File: src/rtl/muxaddr_pkg.sv
package muxaddr_pkg;
   typedef enum logic [1:0] {
      MUX_NONE  = 2'b00,
      MUX_AREA2 = 2'b01,
      MUX_AREA1 = 2'b10,
      MUX_ALL   = 2'b11
   } mux_sel_e;

   localparam int unsigned DEF_ADDR_W   = 20;
   localparam int unsigned DEF_SHARED_W = 8;
   localparam int unsigned DEF_SYNC     = 2;
endpackage

File: src/rtl/mal_ale_sync.sv
module mal_ale_sync #(
   parameter int unsigned STAGES = 2
) (
   input  logic clk,
   input  logic rst_n,
   input  logic ale_i,
   output logic fall_o
);
   logic [STAGES:0] chain_q;

   generate
      if (STAGES < 2) begin : g_bad
         $error("mal_ale_sync: STAGES must be at least 2");
      end
   endgenerate

   always_ff @(posedge clk or negedge rst_n) begin
      if (!rst_n) chain_q <= '0;
      else        chain_q <= {chain_q[STAGES-1:0], ale_i};
   end

   assign fall_o = chain_q[STAGES] & ~chain_q[STAGES-1];

   p_single_pulse_r2: assert property (@(posedge clk) disable iff (!rst_n)
      fall_o |=> !fall_o);
endmodule

File: src/rtl/mal_delay.sv
module mal_delay #(
   parameter int unsigned WIDTH = 21,
   parameter int unsigned DEPTH = 3
) (
   input  logic             clk,
   input  logic             rst_n,
   input  logic [WIDTH-1:0] din_i,
   output logic [WIDTH-1:0] dout_o
);
   logic [WIDTH-1:0] stage_q [DEPTH];

   generate
      if (DEPTH < 1) begin : g_bad
         $error("mal_delay: DEPTH must be at least 1");
      end
      for (genvar s = 0; s < DEPTH; s++) begin : g_stage
         if (s == 0) begin : g_head
            always_ff @(posedge clk or negedge rst_n) begin
               if (!rst_n) stage_q[0] <= '0;
               else        stage_q[0] <= din_i;
            end
         end else begin : g_tail
            always_ff @(posedge clk or negedge rst_n) begin
               if (!rst_n) stage_q[s] <= '0;
               else        stage_q[s] <= stage_q[s-1];
            end
         end
      end
   endgenerate

   assign dout_o = stage_q[DEPTH-1];
endmodule

File: src/rtl/mal_area_decode.sv
module mal_area_decode
   import muxaddr_pkg::*;
#(
   parameter int unsigned AREA_W   = 2,
   parameter int unsigned AREA_SEL_LO = 2,
   parameter int unsigned AREA_SEL_HI = 1
) (
   input  logic [1:0]        sel_i,
   input  logic [AREA_W-1:0] area_i,
   output logic              is_mux_o
);
   mux_sel_e sel;

   generate
      if ((AREA_SEL_LO >= (1 << AREA_W)) || (AREA_SEL_HI >= (1 << AREA_W))) begin : g_bad
         $error("mal_area_decode: area numbers exceed AREA_W");
      end
   endgenerate

   always_comb begin
      sel = mux_sel_e'(sel_i);
      unique case (sel)
         MUX_NONE:  is_mux_o = 1'b0;
         MUX_AREA2: is_mux_o = (area_i == AREA_W'(AREA_SEL_LO));
         MUX_AREA1: is_mux_o = (area_i == AREA_W'(AREA_SEL_HI));
         MUX_ALL:   is_mux_o = 1'b1;
         default:   is_mux_o = 1'b0;
      endcase
   end
endmodule

File: src/rtl/muxaddr_latch.sv
module muxaddr_latch
   import muxaddr_pkg::*;
#(
   parameter int unsigned ADDR_W      = DEF_ADDR_W,
   parameter int unsigned SHARED_W    = DEF_SHARED_W,
   parameter int unsigned SYNC_STAGES = DEF_SYNC,
   parameter int unsigned AREA_W      = 2
) (
   input  logic                       clk,
   input  logic                       rst_n,
   input  logic [SHARED_W-1:0]        ad_shared_i,
   input  logic [ADDR_W-1:SHARED_W]   addr_hi_i,
   input  logic                       addr_bit0_i,
   input  logic                       ale_i,
   input  logic                       wide_bus_i,
   input  logic [1:0]                 mux_area_sel_i,
   input  logic                       cs_active_i,
   input  logic [AREA_W-1:0]          cs_area_i,
   output logic [ADDR_W-1:0]          addr_o,
   output logic                       addr_valid_o
);
   localparam int unsigned HI_W    = ADDR_W - SHARED_W;
   localparam int unsigned BUNDLE_W = ADDR_W + 1;
   localparam int unsigned HIST_D  = SYNC_STAGES + 1;

   generate
      if (HI_W < 2) begin : g_bad
         $error("muxaddr_latch: ADDR_W must exceed SHARED_W by at least 2");
      end
   endgenerate

   logic [BUNDLE_W-1:0] bundle_now, bundle_old;
   logic [ADDR_W-1:0]   map_now, map_old;
   logic                ale_fall, area_mux, pass_mode;
   logic [ADDR_W-1:0]   addr_q;
   logic                valid_q;

   assign bundle_now = {addr_bit0_i, addr_hi_i, ad_shared_i};

   mal_ale_sync #(.STAGES(SYNC_STAGES)) u_sync (
      .clk(clk), .rst_n(rst_n), .ale_i(ale_i), .fall_o(ale_fall));

   mal_delay #(.WIDTH(BUNDLE_W), .DEPTH(HIST_D)) u_hist (
      .clk(clk), .rst_n(rst_n), .din_i(bundle_now), .dout_o(bundle_old));

   mal_area_decode #(.AREA_W(AREA_W)) u_area (
      .sel_i(mux_area_sel_i), .area_i(cs_area_i), .is_mux_o(area_mux));

   function automatic logic [ADDR_W-1:0] map_bundle(input logic [BUNDLE_W-1:0] b,
                                                    input logic wide);
      logic [SHARED_W-1:0]  shr;
      logic [HI_W-1:0]      hi;
      logic                 b0;
      shr = b[SHARED_W-1:0];
      hi  = b[ADDR_W-1:SHARED_W];
      b0  = b[ADDR_W];
      if (wide) map_bundle = {hi[HI_W-1:1], shr, b0};
      else      map_bundle = {hi, shr};
   endfunction

   assign map_now   = map_bundle(bundle_now, wide_bus_i);
   assign map_old   = map_bundle(bundle_old, wide_bus_i);
   assign pass_mode = ~area_mux;

   always_ff @(posedge clk or negedge rst_n) begin
      if (!rst_n) begin
         addr_q  <= '0;
         valid_q <= 1'b0;
      end else begin
         if (pass_mode)     addr_q <= map_now;
         else if (ale_fall) addr_q <= map_old;
         valid_q <= cs_active_i & (pass_mode | ale_fall | valid_q);
      end
   end

   assign addr_o       = addr_q;
   assign addr_valid_o = valid_q;

   p_hold_between_r5: assert property (@(posedge clk) disable iff (!rst_n)
      (area_mux && !ale_fall) |=> $stable(addr_o));
   p_valid_drop_r9: assert property (@(posedge clk) disable iff (!rst_n)
      !cs_active_i |=> !addr_valid_o);
   p_valid_rise_r9: assert property (@(posedge clk) disable iff (!rst_n)
      (area_mux && ale_fall && cs_active_i) |=> addr_valid_o);
   p_pass_valid_r8: assert property (@(posedge clk) disable iff (!rst_n)
      (pass_mode && cs_active_i) |=> addr_valid_o);
   p_all_mux_r6: assert property (@(posedge clk) disable iff (!rst_n)
      (mux_area_sel_i == 2'b11) |-> area_mux);
endmodule

File: config.mk
export PLATFORM = sky130hd
export DESIGN_NAME = muxaddr_latch
export DESIGN_NICKNAME = d
export VERILOG_FILES = /design/src/rtl/muxaddr_pkg.sv /design/src/rtl/mal_ale_sync.sv /design/src/rtl/mal_delay.sv /design/src/rtl/mal_area_decode.sv /design/src/rtl/muxaddr_latch.sv
export SDC_FILE = /design/constraint.sdc
export NUM_CORES = 1
export LEC_CHECK = 0
export BUFFER_PORTS_ARGS = -buffer_cell sky130_fd_sc_hd__buf_4
export CELL_PAD_IN_SITES_DETAIL_PLACEMENT = 1
export CELL_PAD_IN_SITES_GLOBAL_PLACEMENT = 1
export CORE_MARGIN = 1.5
export CORE_UTILIZATION = 46
export DETAILED_ROUTE_END_ITERATION = 12
export PLACE_DENSITY = 0.87
export SLEW_MARGIN = 20
export SYNTH_ARGS = -nofsm -noshare
export SYNTH_HDL_FRONTEND = slang
export SYNTH_SLANG_ARGS = --single-unit
File: constraint.sdc
create_clock -name clk -period 1.4 [get_ports clk]
set_input_delay 0.28 -clock clk [delete_from_list [all_inputs] [get_ports clk]]
set_output_delay 0.28 -clock clk [all_outputs]
set_load 0.01 [all_outputs]
==> reports/qor.yml <==
cells_and_area:
  fill_cells: 581
  layout_common_cells: "dfrtp_1, buf_4, mux2i_1, mux2_2, clkbuf_8"
  final_common_cell: "dfrtp_1"
  final_area_um2: 3760
  diodes: 0
  syn_to_final_growth_pct: 24.8
  fin_nets: 261
  drive_above_1_share: 0.474
placed_design:
  preCtsSetupSlack_ns: -0.370
  place.gp.congestion: 0.701
  placed_area_um2: 3540
  post-dp-hpwl_mm: 3.75
  io_buffers: 50
setup_path:
  crit_arrival_ns: 1.60
  worstPathMaxFanout: 11
  r2r_start: "u_sync.chain_q[1]"
  setup.worst_path.start_class: "input pin"
  crit_start: "mux_area_sel_i[1]"
  cp-end-kind: "flip-flop"
  critPathRequiredTime_ns: 1.62
  worstSetupPathType: "in2reg"
synthesis:
  synth-seq-cells: 87
  syn-num-nets: 197
  synthCells: 164
  seq_area_frac_synth: 0.723
  yosys_warnings: 0
  netlist_area_um2: 3010
  synth_cell_types: 15
  syn_area_per_cell_um2: 18.4
global_routing:
  antenna_found_initial: 0
  grt.total_usage: 0.170
  overflow: 0
  grt_max_degree: 37
  grt_first_pass_wirelength_mm: 8.89
  grt_pass1_vias: 1763
clocking:
  cts.htree.levels: 3
  cts_made_buffers: 9
  clk_root_buffer_cell: "clkbuf_8"
  clock_sinks: 87
  cts_tree: "yes"
  clkSlewWorstSetupHoldPaths_ns: 0.08
  clockBufferDepth: 2
  insertion_delay_ns: 0.34
sta:
  max-slew-margin-rel: 0.762
  setup_viol: 0
  layout_setup_ws_ns: 0.0222
  slew_viol_final: 0
  rsz0062_at_grt: "yes"
  worst_pin_slew_ns: 0.357
  period_share: 0.984
  period_minus_slack_ns: 1.38
  fin_skew_ns: 0.00638
  max_freq_mhz: 726
  finalHoldViolations: 0
pwr:
  p_per_area_nw_per_um2: 1350
  power.static_leakage_uw: 0.00180
  ir_drop_mv: 0.883
floorplanning:
  placementRows: 29
  pin_count: 51
  die-area_um2: 7040
  die_y_um: 83.9
  initial_core_util: 0.474
  die_w_um: 83.9
  core_um2: 6350
route:
  drt_iter0_markers: 45
  post_drt_wl_per_cell_um: 17.4
  vias_per_cell: 5.00
  firstDrtPassIters: 4
  wl_mm: 5.38
  route.detailed.drc: 0
  vias: 1544
  postRouteAntennaNets: 0
job:
  cap_viol_max_count: 0
worst_hold_path:
  hold_path_startpoint: "ale_i"
  hp-class: "in2reg"
outcome:
  status: "complete, no violations"
per-stage QoR:
| step | TNS, ns | util | power, uW | hold WS, ns | std cells |
|---|---|---|---|---|---|
| floorplan | -1.11 | - | 3090 | -0.0156 | 164 |
| detailed placement | -6.67 | 0.558 | 3430 | 0.221 | 292 |
| global placement | -5.18 | 0.558 | 3390 | 0.214 | 292 |
| CTS | 0 | 0.592 | 5150 | 0.0277 | 309 |
| finish | 0 | 0.592 | 5070 | 0.0445 | 309 |
| global route | -0.00456 | 0.592 | 5300 | 0.0173 | 309 |
logic make-up (layout without fill, tap and decap cells):
| family | after synthesis | after routing | synth area share |
|---|---|---|---|
| mux | 58 | 58 | 0.218 |
| simple gates | 3 | 3 | 0.0112 |
| compound gates | 2 | 2 | 0.00914 |
| fa+ha+maj | 3 | 3 | 0.0125 |
| buf+inv | 11 | 79 | 0.0266 |
| flops | 87 | 87 | 0.723 |
synth_stat cells:
| library cell | number | area [um^2] |
|---|---|---|
| a31oi_4 | 1 | 21.3 |
| nand4bb_1 | 1 | 11.3 |
| buf_2 | 1 | 5.00 |
| mux2_4 | 10 | 150 |
| ha_1 | 3 | 37.5 |
| a31oi_1 | 1 | 6.26 |
| dfrtp_1 | 87 | 2180 |
| mux2_2 | 21 | 236 |
| buf_6 | 3 | 33.8 |
| buf_4 | 1 | 7.51 |
| mux2i_1 | 27 | 270 |
| inv_1 | 5 | 18.8 |
| buf_8 | 1 | 15.0 |
| nand2b_4 | 1 | 13.8 |
| nand4b_1 | 1 | 8.76 |
cell type report:
type | instances | area [um^2] | share of cell area
tap | 77 | 96.3 | 0.0256
clock buffer | 11 | 151 | 0.0403
inverter | 5 | 33.8 | 0.00898
multi-input combinational | 66 | 771 | 0.205
timing repair buffer | 59 | 487 | 0.129
sequential | 87 | 2180 | 0.579
clock inverter | 4 | 45.0 | 0.0120
final timing paths:
path	to	slack, ns	depth (start not counted)
setup / recovery	addr_o[12]	0.02	7
hold / removal	u_sync.chain_q[0]	0.04	1
setup reg to reg	addr_o[12]	0.04	3
hold reg to reg	u_hist.stage_q[26]	0.35	0
max in group asynchronous	u_sync.chain_q[2]	0.51	3
min in group asynchronous	addr_o[5]	0.39	2
flip-flops by register name, summed over array words and instances, names as in the netlist:
| register | cells |
|---|---|
| u_sync.chain_q | 3 |
| u_hist.stage_q | 42 |
| addr_valid_o | 1 |
| u_hist.dout_o | 21 |
| addr_o | 20 |
per-layer routing:
metal  up-vias  GRT usage  part of all wire
met2        47      0.278              0.50
met5         -          0                 0
met1       805      0.212              0.44
met4         0     0.0641             0.018
li1        681          -                 -
met3        11     0.0564             0.045
worst max-delay path: stages:
cell	delay, ns
buf_4	0.12
inv_4	0.04
ha_4	0.25
nand4bb_1	0.14
a31oi_4	0.26
buf_12	0.19
mux2_4	0.32
where the power goes:
| group | leakage (uW) | switching, uW | internal [uW] |
|---|---|---|---|
| Sequential | 0.00101 | 77.3 | 2680 |
| Combinational | 0.000678 | 272 | 347 |
| Clock | 0.000105 | 791 | 903 |
| Total | 0.00180 | 1140 | 3930 |
timing repair:
item	CTS	global route
setup endpoints to repair	9	1
hold endpoints to repair	23	0
hold buffers	1	0
buffers inserted	1	0
resized for setup	1	0
Note: power is estimated with default switching activity, not from simulation.
